[src/rtl/mfs_pkg.sv]
package mfs_pkg;

    // Control word field positions decoded by the counter
    localparam int DUR_LSB  = 0;
    localparam int DUR_W    = 16;
    localparam int EN_BIT   = 16;
    localparam int RUN_BIT  = 19;
    localparam int SRC_LSB  = 20;
    localparam int BUSY_BIT = 31;

    localparam int MEGA     = 1_000_000;
    localparam int PREC_NUM = 2_000_000;

    typedef enum logic [3:0] {
        ST_IDLE,
        ST_CLEAR,
        ST_SETUP,
        ST_LAUNCH,
        ST_POLL,
        ST_GAP,
        ST_HALT,
        ST_FETCH,
        ST_DIV_F,
        ST_DIV_P,
        ST_FINISH
    } mfs_state_e;

endpackage

[src/rtl/mfs_divider.sv]
module mfs_divider #(
    parameter int NUM_W = 36,
    parameter int DEN_W = 10
) (
    input  logic             clk,
    input  logic             rst_n,
    input  logic             start,
    input  logic [NUM_W-1:0] num,
    input  logic [DEN_W-1:0] den,
    output logic [NUM_W-1:0] quo,
    output logic             done
);
    localparam int CNT_W = $clog2(NUM_W + 1);

    logic [NUM_W-1:0] quo_q;
    logic [DEN_W-1:0] rem_q;
    logic [CNT_W-1:0] cnt_q;
    logic             run_q;
    logic             done_q;
    logic [DEN_W:0]   shifted;
    logic [DEN_W:0]   diff;
    logic             fits;

    always_comb begin
        shifted = {rem_q, quo_q[NUM_W-1]};
        fits    = shifted >= {1'b0, den};
        diff    = shifted - {1'b0, den};
    end

    always_ff @(posedge clk) begin
        if (!rst_n) begin
            quo_q  <= '0;
            rem_q  <= '0;
            cnt_q  <= '0;
            run_q  <= 1'b0;
            done_q <= 1'b0;
        end else begin
            done_q <= 1'b0;
            if (start) begin
                quo_q <= num;
                rem_q <= '0;
                cnt_q <= CNT_W'(NUM_W);
                run_q <= 1'b1;
            end else if (run_q) begin
                rem_q <= fits ? diff[DEN_W-1:0] : shifted[DEN_W-1:0];
                quo_q <= {quo_q[NUM_W-2:0], fits};
                cnt_q <= cnt_q - 1'b1;
                if (cnt_q == CNT_W'(1)) begin
                    run_q  <= 1'b0;
                    done_q <= 1'b1;
                end
            end
        end
    end

    assign quo  = quo_q;
    assign done = done_q;
endmodule

[src/rtl/mfs_poll_timer.sv]
module mfs_poll_timer #(
    parameter int POLL_GAP   = 1000,
    parameter int POLL_LIMIT = 1000
) (
    input  logic clk,
    input  logic rst_n,
    input  logic clear,
    input  logic poll_busy,
    input  logic gap_run,
    output logic gap_done,
    output logic last_poll
);
    localparam int GAP_W = $clog2(POLL_GAP + 1);
    localparam int LIM_W = $clog2(POLL_LIMIT + 1);

    logic [GAP_W-1:0] gap_q;
    logic [LIM_W-1:0] poll_q;

    always_ff @(posedge clk) begin
        if (!rst_n || !gap_run) begin
            gap_q <= '0;
        end else begin
            gap_q <= gap_q + 1'b1;
        end
    end

    always_ff @(posedge clk) begin
        if (!rst_n || clear) begin
            poll_q <= '0;
        end else if (poll_busy) begin
            poll_q <= poll_q + 1'b1;
        end
    end

    assign gap_done  = gap_run && (gap_q == GAP_W'(POLL_GAP - 1));
    assign last_poll = poll_q == LIM_W'(POLL_LIMIT - 1);
endmodule

[src/rtl/mfs_autorange.sv]
module mfs_autorange
    import mfs_pkg::*;
#(
    parameter int GATE_MAX_US  = 640,
    parameter int GATE_STEP_US = 32,
    parameter int GATE_MIN_US  = 32,
    parameter int CNT_W        = 16,
    parameter int SRC_W        = 7,
    parameter int FREQ_W       = 36,
    parameter int PREC_W       = 16,
    parameter int ADDR_W       = 4,
    parameter int DATA_W       = 32,
    parameter int POLL_GAP     = 1000,
    parameter int POLL_LIMIT   = 1000
) (
    input  logic              clk,
    input  logic              rst_n,
    input  logic              start,
    input  logic [SRC_W-1:0]  src_sel,
    output logic [FREQ_W-1:0] freq_hz,
    output logic [PREC_W-1:0] prec_hz,
    output logic              done,
    output logic              err,
    output logic              bus_valid,
    output logic              bus_write,
    output logic [ADDR_W-1:0] bus_addr,
    output logic [DATA_W-1:0] bus_wdata,
    input  logic              bus_ready,
    input  logic [DATA_W-1:0] bus_rdata
);
    localparam int GATE_W = $clog2(GATE_MAX_US + 1);
    localparam logic [ADDR_W-1:0] CTRL_ADDR = ADDR_W'(0);
    localparam logic [ADDR_W-1:0] CNT_ADDR  = ADDR_W'(8);
    localparam logic [DATA_W-1:0] CNT_SAT   = DATA_W'((64'd1 << CNT_W) - 1);
    localparam logic [GATE_W-1:0] GATE_LAST = GATE_W'(GATE_MIN_US + GATE_STEP_US);

    mfs_state_e state_q, state_d;

    logic [GATE_W-1:0] gate_q;
    logic [SRC_W-1:0]  src_q;
    logic [FREQ_W-1:0] freq_tmp_q, freq_q;
    logic [PREC_W-1:0] prec_q;
    logic              err_q;
    logic              fail_d;

    logic              xfer;
    logic              rd_busy;
    logic              rd_ovf;
    logic              gate_final;
    logic [DATA_W-1:0] cfg_word;

    logic              div_start, div_done;
    logic [FREQ_W-1:0] div_num, div_quo, freq_num;

    logic              gap_done, last_poll;

    // Shared status decodes
    always_comb begin
        xfer       = bus_valid && bus_ready;
        rd_busy    = bus_rdata[BUSY_BIT];
        rd_ovf     = bus_rdata >= CNT_SAT;
        gate_final = gate_q < GATE_LAST;
        cfg_word   = '0;
        cfg_word[DUR_LSB +: DUR_W]   = DUR_W'(gate_q - 1'b1);
        cfg_word[SRC_LSB +: SRC_W]   = src_q;
        freq_num   = FREQ_W'(bus_rdata[CNT_W-1:0]) * FREQ_W'(MEGA)
                   + FREQ_W'(gate_q >> 1);
    end

    // Next-state logic
    always_comb begin
        state_d = state_q;
        fail_d  = 1'b0;
        unique case (state_q)
            ST_IDLE:   if (start) state_d = ST_CLEAR;
            ST_CLEAR:  if (xfer) state_d = ST_SETUP;
            ST_SETUP:  if (xfer) state_d = ST_LAUNCH;
            ST_LAUNCH: if (xfer) state_d = ST_POLL;
            ST_POLL: begin
                if (xfer) begin
                    if (!rd_busy) begin
                        state_d = ST_HALT;
                    end else if (last_poll) begin
                        state_d = ST_FINISH;
                        fail_d  = 1'b1;
                    end else begin
                        state_d = ST_GAP;
                    end
                end
            end
            ST_GAP:    if (gap_done) state_d = ST_POLL;
            ST_HALT:   if (xfer) state_d = ST_FETCH;
            ST_FETCH: begin
                if (xfer) begin
                    if (!rd_ovf) begin
                        state_d = ST_DIV_F;
                    end else if (gate_final) begin
                        state_d = ST_FINISH;
                        fail_d  = 1'b1;
                    end else begin
                        state_d = ST_CLEAR;
                    end
                end
            end
            ST_DIV_F:  if (div_done) state_d = ST_DIV_P;
            ST_DIV_P:  if (div_done) state_d = ST_FINISH;
            ST_FINISH: state_d = ST_IDLE;
            default:   state_d = ST_IDLE;
        endcase
    end

    // State register
    always_ff @(posedge clk) begin
        if (!rst_n) state_q <= ST_IDLE;
        else        state_q <= state_d;
    end

    // Attempt and result registers
    always_ff @(posedge clk) begin
        if (!rst_n) begin
            gate_q     <= GATE_W'(GATE_MAX_US);
            src_q      <= '0;
            freq_tmp_q <= '0;
            freq_q     <= '0;
            prec_q     <= '0;
            err_q      <= 1'b0;
        end else begin
            if (state_q == ST_IDLE && start) begin
                src_q  <= src_sel;
                gate_q <= GATE_W'(GATE_MAX_US);
            end
            if (state_q == ST_FETCH && xfer && rd_ovf && !gate_final) begin
                gate_q <= gate_q - GATE_W'(GATE_STEP_US);
            end
            if (state_q == ST_DIV_F && div_done) begin
                freq_tmp_q <= div_quo;
            end
            if (state_q == ST_DIV_P && div_done) begin
                freq_q <= freq_tmp_q;
                prec_q <= div_quo[PREC_W-1:0];
                err_q  <= 1'b0;
            end
            if (fail_d) begin
                freq_q <= '0;
                prec_q <= '0;
                err_q  <= 1'b1;
            end
        end
    end

    // Outputs
    always_comb begin
        bus_valid = 1'b0;
        bus_write = 1'b0;
        bus_addr  = CTRL_ADDR;
        bus_wdata = '0;
        unique case (state_q)
            ST_CLEAR: begin
                bus_valid = 1'b1;
                bus_write = 1'b1;
            end
            ST_SETUP: begin
                bus_valid = 1'b1;
                bus_write = 1'b1;
                bus_wdata = cfg_word;
            end
            ST_LAUNCH: begin
                bus_valid = 1'b1;
                bus_write = 1'b1;
                bus_wdata = cfg_word;
                bus_wdata[RUN_BIT] = 1'b1;
                bus_wdata[EN_BIT]  = 1'b1;
            end
            ST_POLL: bus_valid = 1'b1;
            ST_HALT: begin
                bus_valid = 1'b1;
                bus_write = 1'b1;
                bus_wdata = cfg_word;
                bus_wdata[RUN_BIT] = 1'b1;
            end
            ST_FETCH: begin
                bus_valid = 1'b1;
                bus_addr  = CNT_ADDR;
            end
            default: ;
        endcase
        done    = state_q == ST_FINISH;
        err     = err_q;
        freq_hz = freq_q;
        prec_hz = prec_q;
    end

    // Divider operand selection
    always_comb begin
        div_start = (state_q == ST_FETCH && xfer && !rd_ovf)
                 || (state_q == ST_DIV_F && div_done);
        div_num   = (state_q == ST_FETCH) ? freq_num : FREQ_W'(PREC_NUM);
    end

    mfs_divider #(
        .NUM_W (FREQ_W),
        .DEN_W (GATE_W)
    ) i_div (
        .clk   (clk),
        .rst_n (rst_n),
        .start (div_start),
        .num   (div_num),
        .den   (gate_q),
        .quo   (div_quo),
        .done  (div_done)
    );

    mfs_poll_timer #(
        .POLL_GAP   (POLL_GAP),
        .POLL_LIMIT (POLL_LIMIT)
    ) i_poll (
        .clk       (clk),
        .rst_n     (rst_n),
        .clear     (state_q == ST_LAUNCH),
        .poll_busy (state_q == ST_POLL && xfer && rd_busy),
        .gap_run   (state_q == ST_GAP),
        .gap_done  (gap_done),
        .last_poll (last_poll)
    );
endmodule

[config.mk]
export PLATFORM = sky130hd
export DESIGN_NAME = mfs_autorange
export DESIGN_NICKNAME = d
export VERILOG_FILES = /design/src/rtl/mfs_pkg.sv /design/src/rtl/mfs_divider.sv /design/src/rtl/mfs_poll_timer.sv /design/src/rtl/mfs_autorange.sv
export SDC_FILE = /design/constraint.sdc
export NUM_CORES = 1
export LEC_CHECK = 0
export BUFFER_PORTS_ARGS = -buffer_cell sky130_fd_sc_hd__clkbuf_2
export CORE_AREA = 8 8 168 170
export CTS_BUF_LIST = sky130_fd_sc_hd__clkbuf_8
export CTS_CLUSTER_SIZE = 12
export DETAILED_ROUTE_END_ITERATION = 8
export DIE_AREA = 0 0 176 178
export PLACE_DENSITY = 0.69
export SYNTH_ARGS = -nofsm -noshare
export SYNTH_HDL_FRONTEND = slang
export SYNTH_SLANG_ARGS = --single-unit
[constraint.sdc]
create_clock -name clk -period 20.2 [get_ports clk]
set_clock_uncertainty 0.05 [all_clocks]
set_input_delay 2.02 -clock clk [delete_from_list [all_inputs] [get_ports clk]]
set_output_delay 2.02 -clock clk [all_outputs]
set_load 0.02 [all_outputs]
* Yosys cells after proc, flatten, opt, wreduce, memory -nomap -nowiden
Index checks and enable logic that the tools add are counted.
** Storage, ports and cells
- Word-level logic and storage cells :: 119
- Output and inout port bits :: 92
- Input port bits :: 43
- Bits in registers :: 184
** Operators by class
- Multipliers :: 1
- Muxes and demuxes :: 40
- Reductions and logical operators :: 28
- Equality and inequality tests :: 23
- Magnitude comparators :: 3
- Bitwise logic cells :: 2
- Add/sub/neg operators :: 7
** Operators by type and width (number)
- $mux W36 :: 3
- $pmux W27 S3 :: 1
- $mux W4 :: 15
- $pmux W4 S10 :: 1
- $add A36 B9 Y36 :: 1
- $ge A32 B16 Y1 const B :: 1
- $mul A16 B14 Y30 const B :: 1
- $mux W10 :: 3
- $add A10 B1 Y10 const B :: 2
- $eq A10 B10 Y1 const B :: 2
- $eq A4 B3 Y1 const B :: 4
- $ne A2 B2 Y1 const B :: 8
- $mux W1 :: 14
- $eq A4 B4 Y1 const B :: 3
- $mux W6 :: 2
- $ge A11 B10 Y1 :: 1
- $logic_and A1 B1 Y1 :: 11
- $sub A10 B1 Y11 const B :: 1
- $lt A10 B7 Y1 const B :: 1
- $reduce_and A10 Y1 :: 1
- $sub A10 B10 Y10 :: 1
- $sub A10 B6 Y10 const B :: 1
- $eq A4 B2 Y1 const B :: 2
- $eq A6 B1 Y1 const B :: 1
- 13 further kinds :: 23

* Longest topological paths before layout
Gate-level depths: netlist of run 1.
- Word-level depth :: 8
- Mapped depth :: 21
- Mapped depth without buffers :: 20

* By module
A second synthesis of run 1 with hierarchy kept.
** Unflattened totals
- Cell total of the unflattened synthesis :: 1590
- Area, all modules :: 13244.0 um2
** By module, submodules not included
- mfs_autorange :: times used 1, cells an instance 1133, area each 9313.9 um2, sequential area each 2102.0 um2
- mfs_divider :: times used 1, cells an instance 355, area each 3016.6 um2, sequential area each 1081.0 um2
- mfs_poll_timer :: times used 1, cells an instance 102, area each 913.4 um2, sequential area each 400.4 um2

* Least setup slack after synthesis of run 1
OpenSTA, ideal clock, no wires.
- Kind :: input -> register
- Start point :: in bus_rdata[2]
- End point :: reg i_div.quo_q[33], in the netlist i_div.quo[33]
- Data required time :: 20.030 ns
- Library setup time :: 0.120 ns
- Path buffers :: 1
- Stages on the path :: 21
- Arrival :: 7.563 ns
- Slack :: 12.467 ns
- Cells stage by stage :: inv_1 -> fa_1 -> inv_1 -> fa_1 -> fa_1 -> fa_1 -> ha_1 -> inv_1 -> fa_1 -> inv_1 -> ha_1 -> buf_2 -> nand2_1 -> o21ai_1 -> a211oi_2 -> o21a_2 -> o2111ai_2 -> or4_1 -> or2_4 -> or3_1 -> a211o_1
** Between the ends
- Word-level cells in the longest chain between the ends :: 5
- Elaborated cells between the ends (all ways) :: 9
- Classes of those cells :: add/sub: 1; mul: 1; order compare: 1; mux: 2; reduce/logical: 4
** Ends and longest elaborated chain
- from (decl) :: line mfs_autorange.sv:29 : input logic [DATA_W-1:0] bus_rdata
- parallel branches: the longest is 5 deep, another holds $add A36 B9 Y36
- to (signal assigned) :: line mfs_divider.sv:40 : quo_q <= num;
- to (signal assigned) :: line mfs_divider.sv:46 : quo_q <= {quo_q[NUM_W-2:0], fits};
- to (decl) :: line mfs_divider.sv:15 : logic [NUM_W-1:0] quo_q;
Several ways; the timed one is not identified.
A chain may end at the register's enable or synchronous reset.

* Worst setup path after layout of run 1
Ends and elaborated chain as after synthesis.

==> results of run 1 <==
-- worst max path at each step --
stage,from,to,slack [ns],cells after the start
5_1_grt,bus_rdata[2],i_div.quo[35]$_SDFFE_PN0P_,12.00,21
6_report,bus_rdata[2],i_div.quo[33]$_SDFFE_PN0P_,12.32,21
3_3_place_gp,bus_rdata[1],i_div.quo[33]$_SDFFE_PN0P_,11.97,21
3_5_place_dp,bus_rdata[2],i_div.quo[33]$_SDFFE_PN0P_,11.84,20
4_1_cts,bus_rdata[2],i_div.quo[33]$_SDFFE_PN0P_,12.33,20
2_1_floorplan,bus_rdata[2],i_div.quo[33]$_SDFFE_PN0P_,12.47,21
-- metrics by stage --
stage	util	hold slack (ns)
after floorplan	-	0.3676
after global placement	0.5189	0.3852
after detailed placement	0.5189	0.3916
after CTS	0.5372	0.3998
after global routing	0.5372	0.4110
final	0.5372	0.3967
-- synth_stat cells (10+ instances only) --
| cell type | number |
|---|---|
| a21oi_1 | 105 |
| a21boi_0 | 38 |
| nand4_1 | 21 |
| nand3_1 | 31 |
| o21a_1 | 12 |
| dfxtp_1 | 179 |
| buf_4 | 18 |
| xor2_1 | 32 |
| nor3_1 | 39 |
| or3_1 | 10 |
| a211oi_1 | 11 |
| xnor2_1 | 32 |
| nor4_1 | 14 |
| clkbuf_1 | 57 |
| nand2_1 | 244 |
| and2_1 | 13 |
| nor2_1 | 105 |
| mux2i_1 | 39 |
| nor2b_1 | 15 |
| ha_1 | 128 |
| fa_1 | 56 |
| o21ai_0 | 45 |
| inv_1 | 121 |
-- layer usage --
metal,wire length [um],share of wire
met4,247,0.0085
met5,0,0
met3,1241,0.043
met2,13210,0.45
met1,14340,0.49
-- layout make-up --
class | count | area (sq um)
Fill cell | 2464 | 11850
Multi-Input combinational cell | 1133 | 8153
Sequential cell | 179 | 3585
Timing Repair Buffer | 132 | 680.7
Inverter | 121 | 454.2
Tap cell | 335 | 419.2
Clock inverter | 15 | 236.5
Clock buffer | 17 | 234.0
-- power by group through the flow --
stage                     Combinational (mW)  Clock, mW  Sequential (mW)
after floorplan                        0.921          0            0.368
after CTS                               1.16      0.290            0.370
after global placement                  1.14          0            0.378
after detailed placement                1.15          0            0.378
after global routing                    1.30      0.305            0.371
final                                   1.16      0.283            0.370
-- cells in the final DEF, fill, tap and decap left out, types with 10 or more instances in the layout --
master	count
o21a_1	12
mux2i_1	39
fa_1	56
nor4_1	14
nor2_1	104
dfxtp_1	178
clkbuf_2	124
xnor2_1	32
clkbuf_8	17
and2_1	13
ha_1	128
a21oi_1	105
a211oi_1	11
or3_1	10
nor2b_1	15
a21boi_0	38
nand4_1	21
nand2_1	244
conb_1	12
nor3_1	37
inv_1	121
nand3_1	31
o21ai_0	45
xor2_1	32
-- worst max-delay path, delay by kind of cell --
kind                     cells  cell delay [ns]
AO/OA/AOI/OAI                4             0.79
adder cells (fa/ha/maj)      7             3.29
AND/OR/NAND/NOR              5             1.63
buffers and inverters        5             0.46
-- registers in the layout, indices dropped and copies added, names as in the netlist --
name,flops
freq_hz,36
freq_tmp_q,36
i_div.quo,36
prec_hz,16
i_div.rem_q,10
i_poll.gap_q,10
i_poll.poll_q,10
src_q,7
i_div.cnt_q,6
gate_q,5
state_q,4
err,1
i_div.done,1
i_div.run_q,1
-- cell families after synthesis --
family / after synthesis / synth area share
XOR/XNOR: 64 / 0.04475
flip-flops: 179 / 0.2861
adder cells (fa/ha/maj): 184 / 0.2174
AND/OR/NAND/NOR: 534 / 0.1952
other: 2 / 0.0005996
multiplexers: 39 / 0.03117
AO/OA/AOI/OAI: 300 / 0.1574
buffers and inverters: 205 / 0.06743
==> results.yml, run 1 <==
run_status:
  status: "finished, final reports clean"
global_route:
  gr-total-overflow: 0
  grt_pass1_vias: 10100
  grt_max_degree: 72
  antenna_found_initial: 0
  grt_use_met3: 0.02583
  met1_usage: 0.2542
  met2_usage: 0.3106
  grt_util_all_layers: 0.1874
  grt_pass1_wl_um: 49070
  top_usage_layer: "met2"
setup_path:
  crit_type: "input port to register"
  worst_ep_arrival_time_ns: 8.19
  r2r_slack_ns: 16.34
  cp_slowest_cell: "or4_1"
  critPathMaxFanout: 8
  crit_path_frequent_cell: "fa_1"
  cp_cell_sequence: "clkbuf_2 -> inv_1 -> fa_1 -> inv_1 -> fa_1 -> fa_1 -> fa_1 -> ha_1 -> inv_1 -> fa_1 -> inv_1 -> ha_1 -> nand2_1 -> o21ai_1 -> a211oi_2 -> nor3_1 -> o2111ai_2 -> or4_1 -> or2_4 -> or3_1 -> a211o_1"
  reg2reg_depth: 7
  required_ns: 20.52
  r2r_start: "state_q[1]$_SDFFE_PN0P_"
  rr_endpoint: "i_div.cnt_q[1]$_SDFFE_PP0P_"
  critPathCaptureType: "register"
  startpoint_type: "input port"
  cpPeakStageDelay_ns: 0.61
sta:
  period_share: 0.3900
  fmax_ghz: 0.1269
  finalHoldViolations: 0
  layout_setup_ws_ns: 12.32
  worst_pin_slew_ns: 1.131
  min_period_ns: 7.878
  relSlewSlack: 0.2445
  grt_setup_unrepaired: "false"
  setup_violations: 0
  report.final.slew_viol_count: 0
  setup_tns_ns: 0
power_and_ir_drop:
  clock_power_share: 0.156
  p_int_mw: 0.9336
  power.share.switching: 0.4845
  power_frac_seq: 0.204
  total_power_mw: 1.811
  p_sw_mw: 0.8777
  power_leakage_nw: 5.814
  pwr-share-comb: 0.639
  powerDensity_mw_per_mm2: 131.6
  ir_drop_mv: 0.1151
final_layout:
  drive_above_1_share: 0.1183
  antenna_cells: 0
  final_cells: 1932
  final_cell_area_sq_mm: 0.01376
  syn2layout_area_growth_pct: 9.869
  final_nets: 1811
placement:
  dpl-instance-area_sq_mm: 0.01329
  place_inst: 1900
  port_buffers: 124
  place_congestion: 0.8663
  hpwl_um: 22540
  dpl_worst_slack_ns: 11.84
clock_network:
  clk_pin_slew_ns: 0.10
  cts_root_buf: "clkbuf_8"
  cts_setup_buffers: 0
  cts_num_sinks: 179
  clk_latency_ns: 0.47
  clk_path_buf_depth: 2
  tritoncts: "yes"
  h-tree-depth: 4
  numCtsBuffers: 17
  ctsHoldBuffers: 0
  ctsResizeCount: 0
synth:
  syn_inst: 1507
  ys_ff_latch: 179
  yosysWarningCount: 0
  yosysSeqAreaShare: 0.2861
  synth.area.top_cells: "dfxtp_1 29%, ha_1 13%, fa_1 9.0%, nand2_1 7.3%, a21oi_1 4.2%"
  synth.distinct_cells: 73
  syn_area_per_cell_sq_um: 8.312
  async_flop_share: 0
  synth_area_sq_mm: 0.01253
  synth_largest_area_cell: "dfxtp_1"
  synth.top_cell.area_share: 0.2861
  ys.flop_type: "dfxtp_1"
  synth-edff-count: 0
worst_hold_path:
  hp-start: "freq_tmp_q[16]$_SDFFE_PN0P_"
  whs_endpoint: "freq_hz[16]$_SDFFE_PP0P_"
  hold_path_class: "register to register"
  whs_path_depth: 2
drt:
  drt_wl_total_um: 29030
  drt-initial-drc-count: 558
  vias: 10420
  via_per_inst: 5.393
  firstDrtPassIters: 5
  wire_per_inst_um: 15.03
  drtAntennaViolNets: 0
  drc_errors: 0
run:
  maxCapViolCount: 0
floorplan:
  initial_utilization: 0.4890
  rows: 59
  die_w_um: 176
  die_h_um: 178
  die-area_sq_mm: 0.03133
  io_pins: 135
  design.core.area_sq_mm: 0.02562
(Power assumes the default switching activity.)
==> run 2: changes to the inputs <==
==> constraint.sdc (replaced) <==
create_clock -name clk -period 8 [get_ports clk]
set_clock_uncertainty 0.05 [all_clocks]
set_input_delay 0.8 -clock clk [delete_from_list [all_inputs] [get_ports clk]]
set_output_delay 0.8 -clock clk [all_outputs]
set_load 0.02 [all_outputs]
==> results.yml, run 2 (synthesis results as in run 1) <==
setup_path:
  crit_path_frequent_cell: "fa_1"
  cp_slowest_cell: "or4_1"
  r2r_slack_ns: 4.14
  cp_cell_sequence: "clkbuf_2 -> inv_1 -> fa_1 -> inv_1 -> fa_1 -> fa_1 -> fa_1 -> ha_1 -> inv_1 -> fa_1 -> inv_1 -> ha_1 -> nand4_1 -> o221ai_1 -> or3_1 -> o2111ai_2 -> or4_1 -> or2_4 -> or3_1 -> a211o_1"
  cp-endpoint: "i_div.quo[33]$_SDFFE_PN0P_"
  critPathMaxFanout: 8
  worst_ep_arrival_time_ns: 6.95
  cpPeakStageDelay_ns: 0.60
  crit_cells: 20
  reg2reg_depth: 7
  r2r_start: "state_q[1]$_SDFFE_PN0P_"
  required_ns: 8.32
  crit_type: "input port to register"
  crit_start: "bus_rdata[2]"
  critPathTopFamily: "adder cells"
  startpoint_type: "input port"
  critPathCaptureType: "register"
  cp_num_buf_inv: 5
  rr_endpoint: "i_div.rem_q[4]$_SDFFE_PP0P_"
global_route:
  grt_pass1_wl_um: 49630
  grt_pass1_vias: 10160
  antenna_found_initial: 0
  grt_max_degree: 72
  gr-total-overflow: 0
  grt_util_all_layers: 0.1891
sta:
  layout_setup_ws_ns: 1.367
  grt_setup_unrepaired: "false"
  period_share: 0.8291
  finalHoldViolations: 0
  worst_pin_slew_ns: 1.122
  whs_ns: 0.3989
  fmax_ghz: 0.1508
  report.final.slew_viol_count: 0
  min_period_ns: 6.633
  setup_tns_ns: 0
  relSlewSlack: 0.2503
  setup_violations: 0
clock_network:
  cts_num_sinks: 179
  ctsResizeCount: 0
  ctsHoldBuffers: 0
  clk_latency_ns: 0.48
  h-tree-depth: 4
  tritoncts: "yes"
  clk_path_buf_depth: 2
  cts_setup_buffers: 0
  clk_pin_slew_ns: 0.11
  numCtsBuffers: 17
  cts_root_buf: "clkbuf_8"
floorplan:
  rows: 59
  die_w_um: 176
  initial_utilization: 0.4890
  io_pins: 135
  die-area_sq_mm: 0.03133
  design.core.area_sq_mm: 0.02562
  die_h_um: 178
power_and_ir_drop:
  ir_drop_mv: 0.2713
  power_leakage_nw: 5.800
  powerDensity_mw_per_mm2: 331.7
final_layout:
  final_cell_area_sq_mm: 0.01374
  fin_util: 0.5364
  nFillCells: 2497
  syn2layout_area_growth_pct: 9.689
  final_nets: 1811
  final_common_cell: "nand2_1"
  drive_above_1_share: 0.1183
  layout_common_cells: "244 x nand2_1, 178 x dfxtp_1, 128 x ha_1, 124 x clkbuf_2, 121 x inv_1"
  antenna_cells: 0
worst_hold_path:
  hold_path_class: "register to register"
placement:
  place_congestion: 0.8663
  port_buffers: 124
  hpwl_um: 22560
  dpl_worst_slack_ns: 0.8737
  dpl-instance-area_sq_mm: 0.01329
run:
  maxCapViolCount: 0
run_status:
  status: "finished, final reports clean"
drt:
  drc_errors: 0
  vias: 10380
  drt-initial-drc-count: 611
  drtAntennaViolNets: 0
  wire_per_inst_um: 15.18
  drt_wl_total_um: 29330
  firstDrtPassIters: 5
  via_per_inst: 5.374
[run 2: changes by cell type in the layout (fill, tap and decap cells not counted)]
cell | previous run | this run
clkinvlp_4 | 2 | 3
bufinv_16 | 4 | 3
[run 2: metrics by stage]
| step | total power, mW | std cells |
|---|---|---|
| 6_report | 4.558 | 1932 |
| 5_1_grt | 4.970 | 1932 |
| 4_1_cts | 4.565 | 1932 |
| 3_5_place_dp | 3.852 | 1900 |
| 3_3_place_gp | 3.823 | 1900 |
| 2_1_floorplan | 3.254 | 1517 |
[run 2: worst reg2reg max path: stages (launching register included)]
cell	delay, ns
dfxtp_1	0.68
inv_1	0.24
nand3_1	0.24
nor3_2	0.05
buf_4	0.30
nor2_1	0.86
nand2_1	0.88
a211oi_1	0.46
[run 2: layer usage]
| metal | GRT usage | share of wire | vias to the layer above |
|---|---|---|---|
| met5 | 0 | 0 | - |
| met4 | 0.03921 | 0.0078 | 0 |
| met3 | 0.02858 | 0.045 | 14 |
| met2 | 0.3134 | 0.45 | 210 |
| met1 | 0.2576 | 0.49 | 4877 |
| li1 | - | - | 5282 |
[run 2: how the worst min path moves through the flow]
stage,from,endpoint,slack [ns],cells past startpoint
finish,freq_tmp_q[29]$_SDFFE_PN0P_,freq_hz[29]$_SDFFE_PP0P_,0.40,2
global route,freq_tmp_q[17]$_SDFFE_PN0P_,freq_hz[17]$_SDFFE_PP0P_,0.41,2
CTS,freq_tmp_q[18]$_SDFFE_PN0P_,freq_hz[18]$_SDFFE_PP0P_,0.40,2
detailed placement,i_poll.gap_q[0]$_SDFF_PP0_,i_poll.gap_q[0]$_SDFF_PP0_,0.39,1
global placement,i_poll.gap_q[0]$_SDFF_PP0_,i_poll.gap_q[0]$_SDFF_PP0_,0.39,1
floorplan,i_poll.gap_q[0]$_SDFF_PP0_,i_poll.gap_q[0]$_SDFF_PP0_,0.37,1
[run 2: final cells by class]
class	instances	area [sq um]	area share
flip-flops and latches	179	3585	0.2609
well taps	335	419.2	0.03051
clock buffers	17	234.0	0.01703
repair buffers	132	680.7	0.04954
multi-input cells	1133	8153	0.5934
clock inverters	15	214.0	0.01557
inverters	121	454.2	0.03306
[run 2: power by group]
group	total (mW)	switching [mW]	internal [mW]	leakage (nW)
combinational	2.93	1.84	1.10	4.14
sequential	0.933	0.0293	0.904	1.44
clock	0.690	0.366	0.324	0.215
total	4.56	2.23	2.33	5.80
